$ cat src/rtl/txd_pkg.sv
// Shared constants and types for the transmit descriptor chain reader.
// Assumes 32-bit memory words and byte addresses.
package txd_pkg;
    localparam int unsigned WORD_W   = 32;
    localparam int unsigned LEN_W    = 11;
    localparam int unsigned ST_W     = 8;

    // Control word fields that the engine decodes or writes back.
    localparam int unsigned CW_LAST  = 15;
    localparam int unsigned CW_EXH   = 27;
    localparam int unsigned CW_UND   = 28;
    localparam int unsigned CW_WRAP  = 30;
    localparam int unsigned CW_USED  = 31;

    // Status register bit positions.
    localparam int unsigned SB_BUSY  = 0;
    localparam int unsigned SB_EXH   = 3;
    localparam int unsigned SB_UND   = 4;
    localparam int unsigned SB_SENT  = 5;

    typedef enum logic [2:0] {
        SQ_IDLE,
        SQ_GET_ADDR,
        SQ_GET_CTRL,
        SQ_MOVE,
        SQ_STEP,
        SQ_CLOSE
    } seq_state_e;
endpackage

$ cat src/rtl/txd_unpacker.sv
// Holds one fetched buffer word and hands its bytes out one per cycle,
// low byte first, until the buffer's byte count is used up.
// Assumes buffers start on a word boundary and that a word is loaded
// only while need_word is high.
module txd_unpacker import txd_pkg::*; #(
    parameter int unsigned CNT_W  = LEN_W,
    parameter int unsigned DATA_W = WORD_W
) (
    input  logic              clk,
    input  logic              rst_n,
    input  logic              len_load,
    input  logic [CNT_W-1:0]  len_in,
    input  logic              last_in,
    input  logic              word_load,
    input  logic [DATA_W-1:0] word_in,
    input  logic              flush,
    output logic              need_word,
    output logic              buf_empty,
    output logic              byte_valid,
    output logic [7:0]        byte_data,
    output logic              byte_last
);
    localparam int unsigned BYTES = DATA_W / 8;
    localparam int unsigned IDX_W = $clog2(BYTES);

    logic [CNT_W-1:0]  remain_q;
    logic [DATA_W-1:0] word_q;
    logic [IDX_W-1:0]  idx_q;
    logic              hold_q;
    logic              last_q;
    logic              word_spent;

    // The held word is finished after its top byte or the buffer's final byte.
    assign word_spent = (idx_q == IDX_W'(BYTES - 1)) || (remain_q == CNT_W'(1));

    // Track the remaining count, the held word and the byte index.
    always_ff @(posedge clk) begin
        if (!rst_n) begin
            remain_q <= '0;
            word_q   <= '0;
            idx_q    <= '0;
            hold_q   <= 1'b0;
            last_q   <= 1'b0;
        end else if (flush) begin
            remain_q <= '0;
            hold_q   <= 1'b0;
        end else if (len_load) begin
            remain_q <= len_in;
            last_q   <= last_in;
            idx_q    <= '0;
            hold_q   <= 1'b0;
        end else if (word_load) begin
            word_q   <= word_in;
            idx_q    <= '0;
            hold_q   <= 1'b1;
        end else if (hold_q) begin
            remain_q <= remain_q - CNT_W'(1);
            idx_q    <= idx_q + IDX_W'(1);
            if (word_spent) hold_q <= 1'b0;
        end
    end

    // Present the current byte and the handshake flags to the sequencer.
    assign need_word  = !hold_q && (remain_q != '0);
    assign buf_empty  = !hold_q && (remain_q == '0);
    assign byte_valid = hold_q;
    assign byte_data  = 8'(word_q >> {idx_q, 3'b000});
    assign byte_last  = hold_q && last_q && (remain_q == CNT_W'(1));
endmodule

$ cat src/rtl/txd_status_reg.sv
// Sticky status bits with write-one-to-clear, plus a live busy bit.
// A set and a clear of the same bit in one cycle leaves the bit set.
module txd_status_reg import txd_pkg::*; #(
    parameter int unsigned W = ST_W
) (
    input  logic         clk,
    input  logic         rst_n,
    input  logic         busy,
    input  logic         set_sent,
    input  logic         set_exh,
    input  logic         set_und,
    input  logic         clr_we,
    input  logic [W-1:0] clr_data,
    output logic [W-1:0] status
);
    logic [W-1:0] set_vec;
    logic [W-1:0] sticky_q;

    // Gather the event pulses into their bit positions.
    always_comb begin
        set_vec          = '0;
        set_vec[SB_SENT] = set_sent;
        set_vec[SB_EXH]  = set_exh;
        set_vec[SB_UND]  = set_und;
    end

    // Hold the sticky bits until software clears them.
    always_ff @(posedge clk) begin
        if (!rst_n) sticky_q <= '0;
        else        sticky_q <= (sticky_q & ~(clr_we ? clr_data : '0)) | set_vec;
    end

    // Merge the live busy indication into the visible word.
    assign status = sticky_q | W'(busy);
endmodule

$ cat src/rtl/txd_sequencer.sv
// Walks the descriptor chain: it fetches the address and control words,
// drives buffer word reads for the unpacker, steps or wraps the pointer,
// and writes the first descriptor's control word back at the frame's end.
// Assumes memory holds a request until acknowledge, and that read data is
// valid in the acknowledge cycle.
module txd_sequencer import txd_pkg::*; #(
    parameter int unsigned AW          = 16,
    parameter int unsigned STALL_LIMIT = 16
) (
    input  logic              clk,
    input  logic              rst_n,
    input  logic              start,
    input  logic              base_we,
    input  logic [AW-1:0]     base_wdata,
    output logic              mem_req,
    output logic              mem_we,
    output logic [AW-1:0]     mem_addr,
    output logic [WORD_W-1:0] mem_wdata,
    input  logic              mem_ack,
    input  logic [WORD_W-1:0] mem_rdata,
    output logic              len_load,
    output logic [LEN_W-1:0]  len_val,
    output logic              last_val,
    output logic              word_load,
    output logic              flush,
    input  logic              need_word,
    input  logic              buf_empty,
    output logic              set_sent,
    output logic              set_exh,
    output logic              set_und,
    output logic              abort,
    output logic              busy
);
    localparam int unsigned CNT_W = $clog2(STALL_LIMIT + 1);

    seq_state_e        state_q;
    logic [AW-1:0]     base_q, ptr_q, first_q, data_addr_q;
    logic [WORD_W-1:0] first_ctrl_q;
    logic              in_frame_q, last_q, wrap_q, exh_q, und_q, abort_q;
    logic [CNT_W-1:0]  wait_q;
    logic              timeout, closing;

    // A buffer read has waited its full allowance without an acknowledge.
    assign timeout = (state_q == SQ_MOVE) && need_word && !mem_ack &&
                     (wait_q == CNT_W'(STALL_LIMIT - 1));
    assign closing = (state_q == SQ_CLOSE) && mem_ack;

    // Drive the memory port from the current state.
    always_comb begin
        mem_req   = 1'b0;
        mem_we    = 1'b0;
        mem_addr  = ptr_q;
        mem_wdata = '0;
        unique case (state_q)
            SQ_GET_ADDR: mem_req = 1'b1;
            SQ_GET_CTRL: begin
                mem_req  = 1'b1;
                mem_addr = ptr_q + AW'(4);
            end
            SQ_MOVE: begin
                mem_req  = need_word;
                mem_addr = data_addr_q;
            end
            SQ_CLOSE: begin
                mem_req   = 1'b1;
                mem_we    = 1'b1;
                mem_addr  = first_q + AW'(4);
                mem_wdata = first_ctrl_q;
                mem_wdata[CW_USED] = 1'b1;
                mem_wdata[CW_EXH]  = first_ctrl_q[CW_EXH] | exh_q;
                mem_wdata[CW_UND]  = first_ctrl_q[CW_UND] | und_q;
            end
            default: ;
        endcase
    end

    // Strobes to the unpacker and to the status register.
    assign len_load  = (state_q == SQ_GET_CTRL) && mem_ack && !mem_rdata[CW_USED];
    assign len_val   = mem_rdata[LEN_W-1:0];
    assign last_val  = mem_rdata[CW_LAST];
    assign word_load = (state_q == SQ_MOVE) && need_word && mem_ack;
    assign flush     = timeout;
    assign set_sent  = closing && !exh_q && !und_q;
    assign set_exh   = closing && exh_q;
    assign set_und   = closing && und_q;
    assign abort     = abort_q;
    assign busy      = (state_q != SQ_IDLE);

    // Advance the chain walk one step per state.
    always_ff @(posedge clk) begin
        if (!rst_n) begin
            state_q      <= SQ_IDLE;
            base_q       <= '0;
            ptr_q        <= '0;
            first_q      <= '0;
            data_addr_q  <= '0;
            first_ctrl_q <= '0;
            in_frame_q   <= 1'b0;
            last_q       <= 1'b0;
            wrap_q       <= 1'b0;
            exh_q        <= 1'b0;
            und_q        <= 1'b0;
            abort_q      <= 1'b0;
            wait_q       <= '0;
        end else begin
            abort_q <= 1'b0;
            unique case (state_q)
                SQ_IDLE: begin
                    if (base_we) begin
                        base_q <= base_wdata;
                        ptr_q  <= base_wdata;
                    end
                    if (start) state_q <= SQ_GET_ADDR;
                end
                SQ_GET_ADDR: begin
                    if (mem_ack) begin
                        data_addr_q <= mem_rdata[AW-1:0] & ~AW'(3);
                        state_q     <= SQ_GET_CTRL;
                    end
                end
                SQ_GET_CTRL: begin
                    if (mem_ack) begin
                        if (mem_rdata[CW_USED]) begin
                            if (in_frame_q) begin
                                exh_q   <= 1'b1;
                                abort_q <= 1'b1;
                                state_q <= SQ_CLOSE;
                            end else begin
                                state_q <= SQ_IDLE;
                            end
                        end else begin
                            if (!in_frame_q) begin
                                first_q      <= ptr_q;
                                first_ctrl_q <= mem_rdata;
                                in_frame_q   <= 1'b1;
                            end
                            last_q  <= mem_rdata[CW_LAST];
                            wrap_q  <= mem_rdata[CW_WRAP];
                            wait_q  <= '0;
                            state_q <= SQ_MOVE;
                        end
                    end
                end
                SQ_MOVE: begin
                    if (buf_empty) begin
                        state_q <= SQ_STEP;
                    end else if (need_word) begin
                        if (mem_ack) begin
                            data_addr_q <= data_addr_q + AW'(4);
                            wait_q      <= '0;
                        end else if (timeout) begin
                            und_q   <= 1'b1;
                            abort_q <= 1'b1;
                            state_q <= SQ_CLOSE;
                        end else begin
                            wait_q <= wait_q + CNT_W'(1);
                        end
                    end
                end
                SQ_STEP: begin
                    ptr_q   <= wrap_q ? base_q : ptr_q + AW'(8);
                    state_q <= last_q ? SQ_CLOSE : SQ_GET_ADDR;
                end
                SQ_CLOSE: begin
                    if (mem_ack) begin
                        in_frame_q <= 1'b0;
                        if (exh_q || und_q) begin
                            ptr_q   <= base_q;
                            exh_q   <= 1'b0;
                            und_q   <= 1'b0;
                            state_q <= SQ_IDLE;
                        end else begin
                            state_q <= SQ_GET_ADDR;
                        end
                    end
                end
                default: state_q <= SQ_IDLE;
            endcase
        end
    end
endmodule

$ cat src/rtl/txd_chain_reader.sv
// Top level: sequencer, byte unpacker and status register wired together.
// Assumes the memory behind the port answers descriptor and write-back
// requests eventually; only buffer reads are timed out.
module txd_chain_reader import txd_pkg::*; #(
    parameter int unsigned AW          = 16,
    parameter int unsigned STALL_LIMIT = 16
) (
    input  logic              clk,
    input  logic              rst_n,
    input  logic              start,
    input  logic              qbase_we,
    input  logic [AW-1:0]     qbase_wdata,
    input  logic              stat_clr_we,
    input  logic [ST_W-1:0]   stat_clr_data,
    output logic [ST_W-1:0]   tx_status,
    output logic              mem_req,
    output logic              mem_we,
    output logic [AW-1:0]     mem_addr,
    output logic [WORD_W-1:0] mem_wdata,
    input  logic              mem_ack,
    input  logic [WORD_W-1:0] mem_rdata,
    output logic              out_valid,
    output logic [7:0]        out_data,
    output logic              out_last,
    output logic              out_abort
);
    logic             len_load, last_val, word_load, flush;
    logic [LEN_W-1:0] len_val;
    logic             need_word, buf_empty;
    logic             set_sent, set_exh, set_und, busy;

    txd_sequencer #(.AW(AW), .STALL_LIMIT(STALL_LIMIT)) u_seq (
        .clk        (clk),
        .rst_n      (rst_n),
        .start      (start),
        .base_we    (qbase_we),
        .base_wdata (qbase_wdata),
        .mem_req    (mem_req),
        .mem_we     (mem_we),
        .mem_addr   (mem_addr),
        .mem_wdata  (mem_wdata),
        .mem_ack    (mem_ack),
        .mem_rdata  (mem_rdata),
        .len_load   (len_load),
        .len_val    (len_val),
        .last_val   (last_val),
        .word_load  (word_load),
        .flush      (flush),
        .need_word  (need_word),
        .buf_empty  (buf_empty),
        .set_sent   (set_sent),
        .set_exh    (set_exh),
        .set_und    (set_und),
        .abort      (out_abort),
        .busy       (busy)
    );

    txd_unpacker #(.CNT_W(LEN_W), .DATA_W(WORD_W)) u_unpack (
        .clk        (clk),
        .rst_n      (rst_n),
        .len_load   (len_load),
        .len_in     (len_val),
        .last_in    (last_val),
        .word_load  (word_load),
        .word_in    (mem_rdata),
        .flush      (flush),
        .need_word  (need_word),
        .buf_empty  (buf_empty),
        .byte_valid (out_valid),
        .byte_data  (out_data),
        .byte_last  (out_last)
    );

    txd_status_reg #(.W(ST_W)) u_stat (
        .clk      (clk),
        .rst_n    (rst_n),
        .busy     (busy),
        .set_sent (set_sent),
        .set_exh  (set_exh),
        .set_und  (set_und),
        .clr_we   (stat_clr_we),
        .clr_data (stat_clr_data),
        .status   (tx_status)
    );
endmodule

$ cat config.mk
export PLATFORM = sky130hd
export DESIGN_NAME = txd_chain_reader
export DESIGN_NICKNAME = d
export VERILOG_FILES = /design/src/rtl/txd_pkg.sv /design/src/rtl/txd_unpacker.sv /design/src/rtl/txd_status_reg.sv /design/src/rtl/txd_sequencer.sv /design/src/rtl/txd_chain_reader.sv
export SDC_FILE = /design/constraint.sdc
export NUM_CORES = 1
export LEC_CHECK = 0
export BUFFER_PORTS_ARGS = -buffer_cell sky130_fd_sc_hd__buf_4
export CAP_MARGIN = 25
export CORE_ASPECT_RATIO = 1.25
export CORE_MARGIN = 4
export CORE_UTILIZATION = 58
export CTS_CLUSTER_SIZE = 16
export DETAILED_ROUTE_END_ITERATION = 7
export GPL_ROUTABILITY_DRIVEN = 1
export HOLD_SLACK_MARGIN = 0.12
export PLACE_DENSITY = 0.88
export SYNTH_ARGS = -nofsm -noshare
export SYNTH_HDL_FRONTEND = slang
export SYNTH_HIERARCHICAL = 1
export SYNTH_SLANG_ARGS = --single-unit
$ cat constraint.sdc
create_clock -name clk -period 3.6 [get_ports clk]
set_input_delay 0.54 -clock clk [delete_from_list [all_inputs] [get_ports clk]]
set_output_delay 0.54 -clock clk [all_outputs]
set_load 0.02 [all_outputs]
# ---- After elaboration in Yosys (flattened, before gate mapping)
# Cells that the tools add are included.
dict set report totals {
  register_bits 164
}
dict set report classes {
  addsub 7
  n_eq_ne 27
  n_shift 1
  muxes 67
  bitwise_logic 11
  n_reduce_logical 50
}
# operator count
set op_table {}
lappend op_table {{two-way mux 16 bit} 8}
lappend op_table {{case mux 16 bit (3 select lines)} 2}
lappend op_table {{adder 16 x 3 -> 16 bit (second input constant)} 3}
lappend op_table {{two-way mux 11 bit} 3}
lappend op_table {{two-way mux 3 bit} 11}
lappend op_table {{two-way mux 32 bit} 1}
lappend op_table {{case mux 16 bit (2 select lines)} 1}
lappend op_table {{>> shifter 32 x 5 -> 8 bit} 1}
lappend op_table {{two-way mux 5 bit} 6}
lappend op_table {{!= test 2 bit (second input constant)} 13}
lappend op_table {{two-way mux 1 bit} 24}
lappend op_table {{case mux 3 bit (6 select lines)} 1}
lappend op_table {{adder 16 x 4 -> 16 bit (second input constant)} 1}
lappend op_table {{logical AND 1 bit} 15}
lappend op_table {{AND reduction 7 bit} 2}
lappend op_table {{AND reduction 4 bit} 3}
lappend op_table {{AND reduction 6 bit} 2}
lappend op_table {{equality test 11 x 1 -> 1 bit (second input constant)} 1}
lappend op_table {{zero test 11 bit} 1}
lappend op_table {{nonzero test 11 bit} 1}
lappend op_table {{subtractor 11 x 1 -> 11 bit (second input constant)} 1}
lappend op_table {{case mux 1 bit (2 select lines)} 5}
lappend op_table {{case mux 5 bit (2 select lines)} 1}
lappend op_table {{nonzero test 2 bit} 5}
lappend op_table {{27 further kinds} 51}

# ---- Depth between registers and ports, before layout
dict set report logic_depth {
  depth_word 10
  mapped_depth 15
}

# ---- Modules after synthesis
# Netlist, hierarchy kept.
# module instances cells_each area_each_um2
set by_module_without_submodules {}
lappend by_module_without_submodules {txd_sequencer 1 854 6219.7}
lappend by_module_without_submodules {txd_unpacker 1 257 2245.9}
lappend by_module_without_submodules {txd_status_reg 1 36 312.8}

# ---- Least setup slack after synthesis
# OpenSTA, ideal clock, no wires.
dict set report synth_timing {
  path_type {register to output}
  from {register u_seq.state_q[1]}
  to {output mem_addr[12]}
  arrival_time_ns 2.757
  path_slack_ns 0.303
  stages_incl_launch_ff 15
  path_cell_list {dfxtp_1 > nand3b_1 > buf_4 > inv_4 > buf_2 > buf_2 > clkbuf_1 > nand2_1 > nand2_1 > ha_1 > buf_6 > o21ai_2 > nor3b_2 > xnor2_1 > o221ai_1}
}
dict set report synth_via {
  elab_chain_cells 2
  word_cells_on_any_way 4
  cone_classes {eq/ne: 3; mux: 1}
}
# item line_no
set synth_lines {}
lappend synth_lines {{start, declared} txd_sequencer.sv:36} ;# seq_state_e state_q;
lappend synth_lines {{start signal, assigned} txd_sequencer.sv:162} ;# state_q <= last_q ? SQ_CLOSE : SQ_GET_ADDR;
lappend synth_lines {{equality test 3 bit / equality test 3 x 2 -> 1 bit (equally long branches)} txd_sequencer.sv:54} ;# unique case (state_q)
lappend synth_lines {{case mux 16 bit (3 select lines) (*)} txd_sequencer.sv:54}
lappend synth_lines {{end, declared} txd_chain_reader.sv:18} ;# output logic [AW-1:0] mem_addr,
# Every way passes the cells marked *; elsewhere a longest branch is shown, timed or not.

# ---- Final worst setup path
dict set report layout_timing {
  from {register u_seq.state_q[1]}
  to {output mem_addr[10]}
}
# Same word-level chain as after synthesis.

==> key figures <==
Clocking
  – TritonCTS clock tree: yes
  – Sinks on Clock Net: 162
  – Number of hold buffers added after cts: 0
  – Worst-skew pair later-pin latency: 440 ps
  – Clock transition at the registers of the reported paths: 60 ps
  – Num CTS Buffers: 17
  – Setup Fix Bufs, Post-CTS: 0
  – CTS root buf: clkbuf_16
  – Clock Path Buffers: 2
  – H-tree depth: 4
  – Cts repair resizes: 0

Critical path
  – CP most frequent cell: nand2_1
  – CP Data Required Time: 3060 ps
  – Crit-path slowest cell: ha_1
  – Setup CP Type: reg -> out
  – Crit path largest cell delay: 360 ps
  – Crit end category: primary output
  – CP startpoint kind: flop
  – Critical Path, Cell by Cell: nand3b_1 > inv_4 > nand2_1 > nand2_1 > ha_1 > nand4_1 > xor2_1 > a21oi_1 > o21ai_0 > nand3_1 > buf_4
  – Worst EP arrival: 2810 ps
  – Crit path max fanout: 33

STA
  – Clk_skew: 10.19 ps
  – Final hold vios: 0
  – Worst Tran Pin Value: 794.0 ps
  – # setup viols final: 0
  – RSZ-0062 raised after global routing: false
  – Setup tns final: 0 ps
  – Max Clk Rate: 298.3 MHz
  – Slew Viols, Final: 0
  – Rel. slew slack: 0.4706
  – Period utilization: 0.9313
  – Final min period: 3353 ps
  – Worst Hold Slack: 276.1 ps

Floorplan
  – Row count: 50
  – Die height: 145.5 um
  – Die area: 17180 sq um
  – Top-Level Pins: 131
  – Initial Util: 0.5896
  – Core Area: 14890 sq um
  – Die Span X: 118.0 um

Drt
  – 1st-pass router iterations: 8
  – DRT iter0 DRCs: 991
  – Vias/cell: 6.138
  – DR DRC count: 0
  – Drt wl/cell: 17.43 um
  – Total wire length: 24.34 mm
  – DRT antenna net count: 0
  – Total number of vias: 8575

Logic synthesis
  – Register area share after synthesis: 0.3694
  – Flops & latches, synth: 162
  – Ys flop type: dfxtp_1
  – Synth unique cells: 76
  – Syn_nets: 1217
  – Async set or reset register ratio after synthesis: 0
  – Gate count of the mapped netlist: 1147
  – Post-Syn Area: 8778 sq um
  – YS warnings: 6
  – Syn_area_per_cell: 7.653 sq um
  – Post-synth EDFFs: 0

GRT
  – Number of global-route vias before repair: 7712
  – First-pass GRT wire length: 38.66 mm
  – Largest net degree at the start of global routing: 75
  – Total gr overflow: 0
  – Antenna violations before repair: 0
  – Overall global routing resource usage: 0.2714

Finish
  – Most common cell after layout, fill and taps aside: nand2_1
  – Area grow syn2layout: 15.84%
  – Final non-filler cell area: 10170 sq um
  – Final core utilization: 0.6829
  – Share of cells above drive strength 1: 0.1786
  – Highest-count cells in the layout ignoring fill and taps: 257 x nand2_1, 162 x dfxtp_1, 148 x buf_4
  – Non-filler cells, final: 1397
  – Diode count: 0
  – Final net count: 1273

Power and ir drop
  – Comb power frac: 0.190
  – Reg power frac: 0.430
  – Peak supply drop: 348.8 uV
  – Net Sw Power: 1.430 mW
  – Power density over the cells: 456.2 nW/um^2
  – Clk network pwr share: 0.380
  – Lkg Pwr: 3.808 nW
  – Total internal power: 3.208 mW
  – Switching Share: 0.3084

Place
  – Inst Count DP: 1364
  – Gp weighted congestion: 0.8990
  – # port buffers: 130
  – DPL Wire Length: 16.61 mm
  – Placed Area: 9580 sq um

Outcome
  – Outcome: finished, final reports clean

Hold path
  – Worst Hold Class: in -> reg

Job
  – Max-Cap Viols: 0
[cell type report]
| class | count | area (sq um) |
|---|---|---|
| inverters | 15 | 60.06 |
| flip-flops and latches | 162 | 3243 |
| multi-input cells | 857 | 4926 |
| clock buffers | 19 | 442.9 |
| well taps | 182 | 227.7 |
| repair buffers | 150 | 1146 |
| fillers | 1213 | 4721 |
| clock inverters | 12 | 122.6 |
[worst max-delay path: cells and delay by family (launching register included)]
family | cells | cell delay (ps)
AO/OA/AOI/OAI | 2 | 320
XOR/XNOR | 1 | 180
adder cells (fa/ha/maj) | 1 | 360
buffers and inverters | 2 | 480
flip-flops | 1 | 310
AND/OR/NAND/NOR | 5 | 710
[sequential cells by signal, summed over array words and instances (netlist names), 8 cells and up]
name and count:
u_seq/base_q 16, u_unpack/word_q 32, u_seq/ptr_q 16, u_seq/first_ctrl_q 31, u_seq/first_q 16, u_stat/sticky_q 8
u_unpack/remain_q 11, u_seq/data_addr_q 14
[stage by stage]
stage	power, mW	setup WS (ps)
after global placement	2.869	852.4
after global routing	4.831	78.34
after floorplan	2.606	303.2
after CTS	4.637	287.8
final	4.639	247.3
after detailed placement	2.888	754.0
[final timing paths]
check	start	to	slack (ps)	cells after the start
setup / recovery	u_seq/state_q[1]	mem_addr[10]	250	11
hold / removal	stat_clr_data[6]	u_stat/sticky_q[6]	280	2
setup reg to reg	u_unpack/remain_q[4]	u_unpack/remain_q[7]	720	9
hold reg to reg	u_stat/sticky_q[0]	u_stat/sticky_q[0]	430	2
[Yosys cell counts (all sizes together), types with 3 or more instances]
cell type    n  area (sq um)
and2        38         237.7
nand4       11         68.82
a221oi       8         70.07
ha           8         100.1
dfxtp      162          3243
o221ai       6         52.55
or3          9         58.80
nand3b       5         37.54
nor3b        4         40.03
nor4         5         31.28
o21ai       56         287.8
mux2i        7         70.07
inv         14         55.06
o22ai        3         25.02
a22o         8         70.07
and3        11         73.82
nor2b       14         87.58
a221o        3         30.03
xor2        13         113.9
nor3        20         111.4
nor2        57         216.5
a21boi      37         277.8
nand2b      12         75.07
nand3       35         187.7
a211oi       8         65.06
a21oi      113         565.5
and4         3         26.28
or4          5         37.54
or2          7         43.80
a22oi       10         75.07
mux4         8         180.2
nand2      257         964.7
a311oi       4         35.03
clkbuf      63         236.5
a31oi       16         100.1
buf         50         325.3
xnor2       12         105.1
a211o        4         35.03
o31ai       14         110.1
[cell families after synthesis]
| family | Yosys count | share of synthesized area |
|---|---|---|
| DFF | 162 | 0.3694 |
| AOI/OAI and AO/OA | 308 | 0.2238 |
| and+or+nand+nor | 501 | 0.2711 |
| muxes | 15 | 0.02851 |
| adders and majority gates | 8 | 0.01140 |
| buffers and inverters | 128 | 0.07084 |
| xor gates and xnor gates | 25 | 0.02494 |
[power by group through the flow]
stage / sequential [mW] / clock [mW] / combinational (mW)
floorplan: 1.97 / 0 / 0.633
global placement: 2.02 / 0 / 0.847
detailed placement: 2.03 / 0 / 0.861
CTS: 1.99 / 1.78 / 0.868
global route: 2.00 / 1.87 / 0.959
finish: 1.99 / 1.76 / 0.883
[routing by layer]
metal  global-route usage  wire, um  up-vias
li1                     -         -     4106
met3              0.04938      1672       62
met1               0.3254      9491     4008
met2               0.4783     12460      399
met4               0.1120       724        0
met5                    0         0        -
No activity file was read; power rests on OpenSTA's default activity.
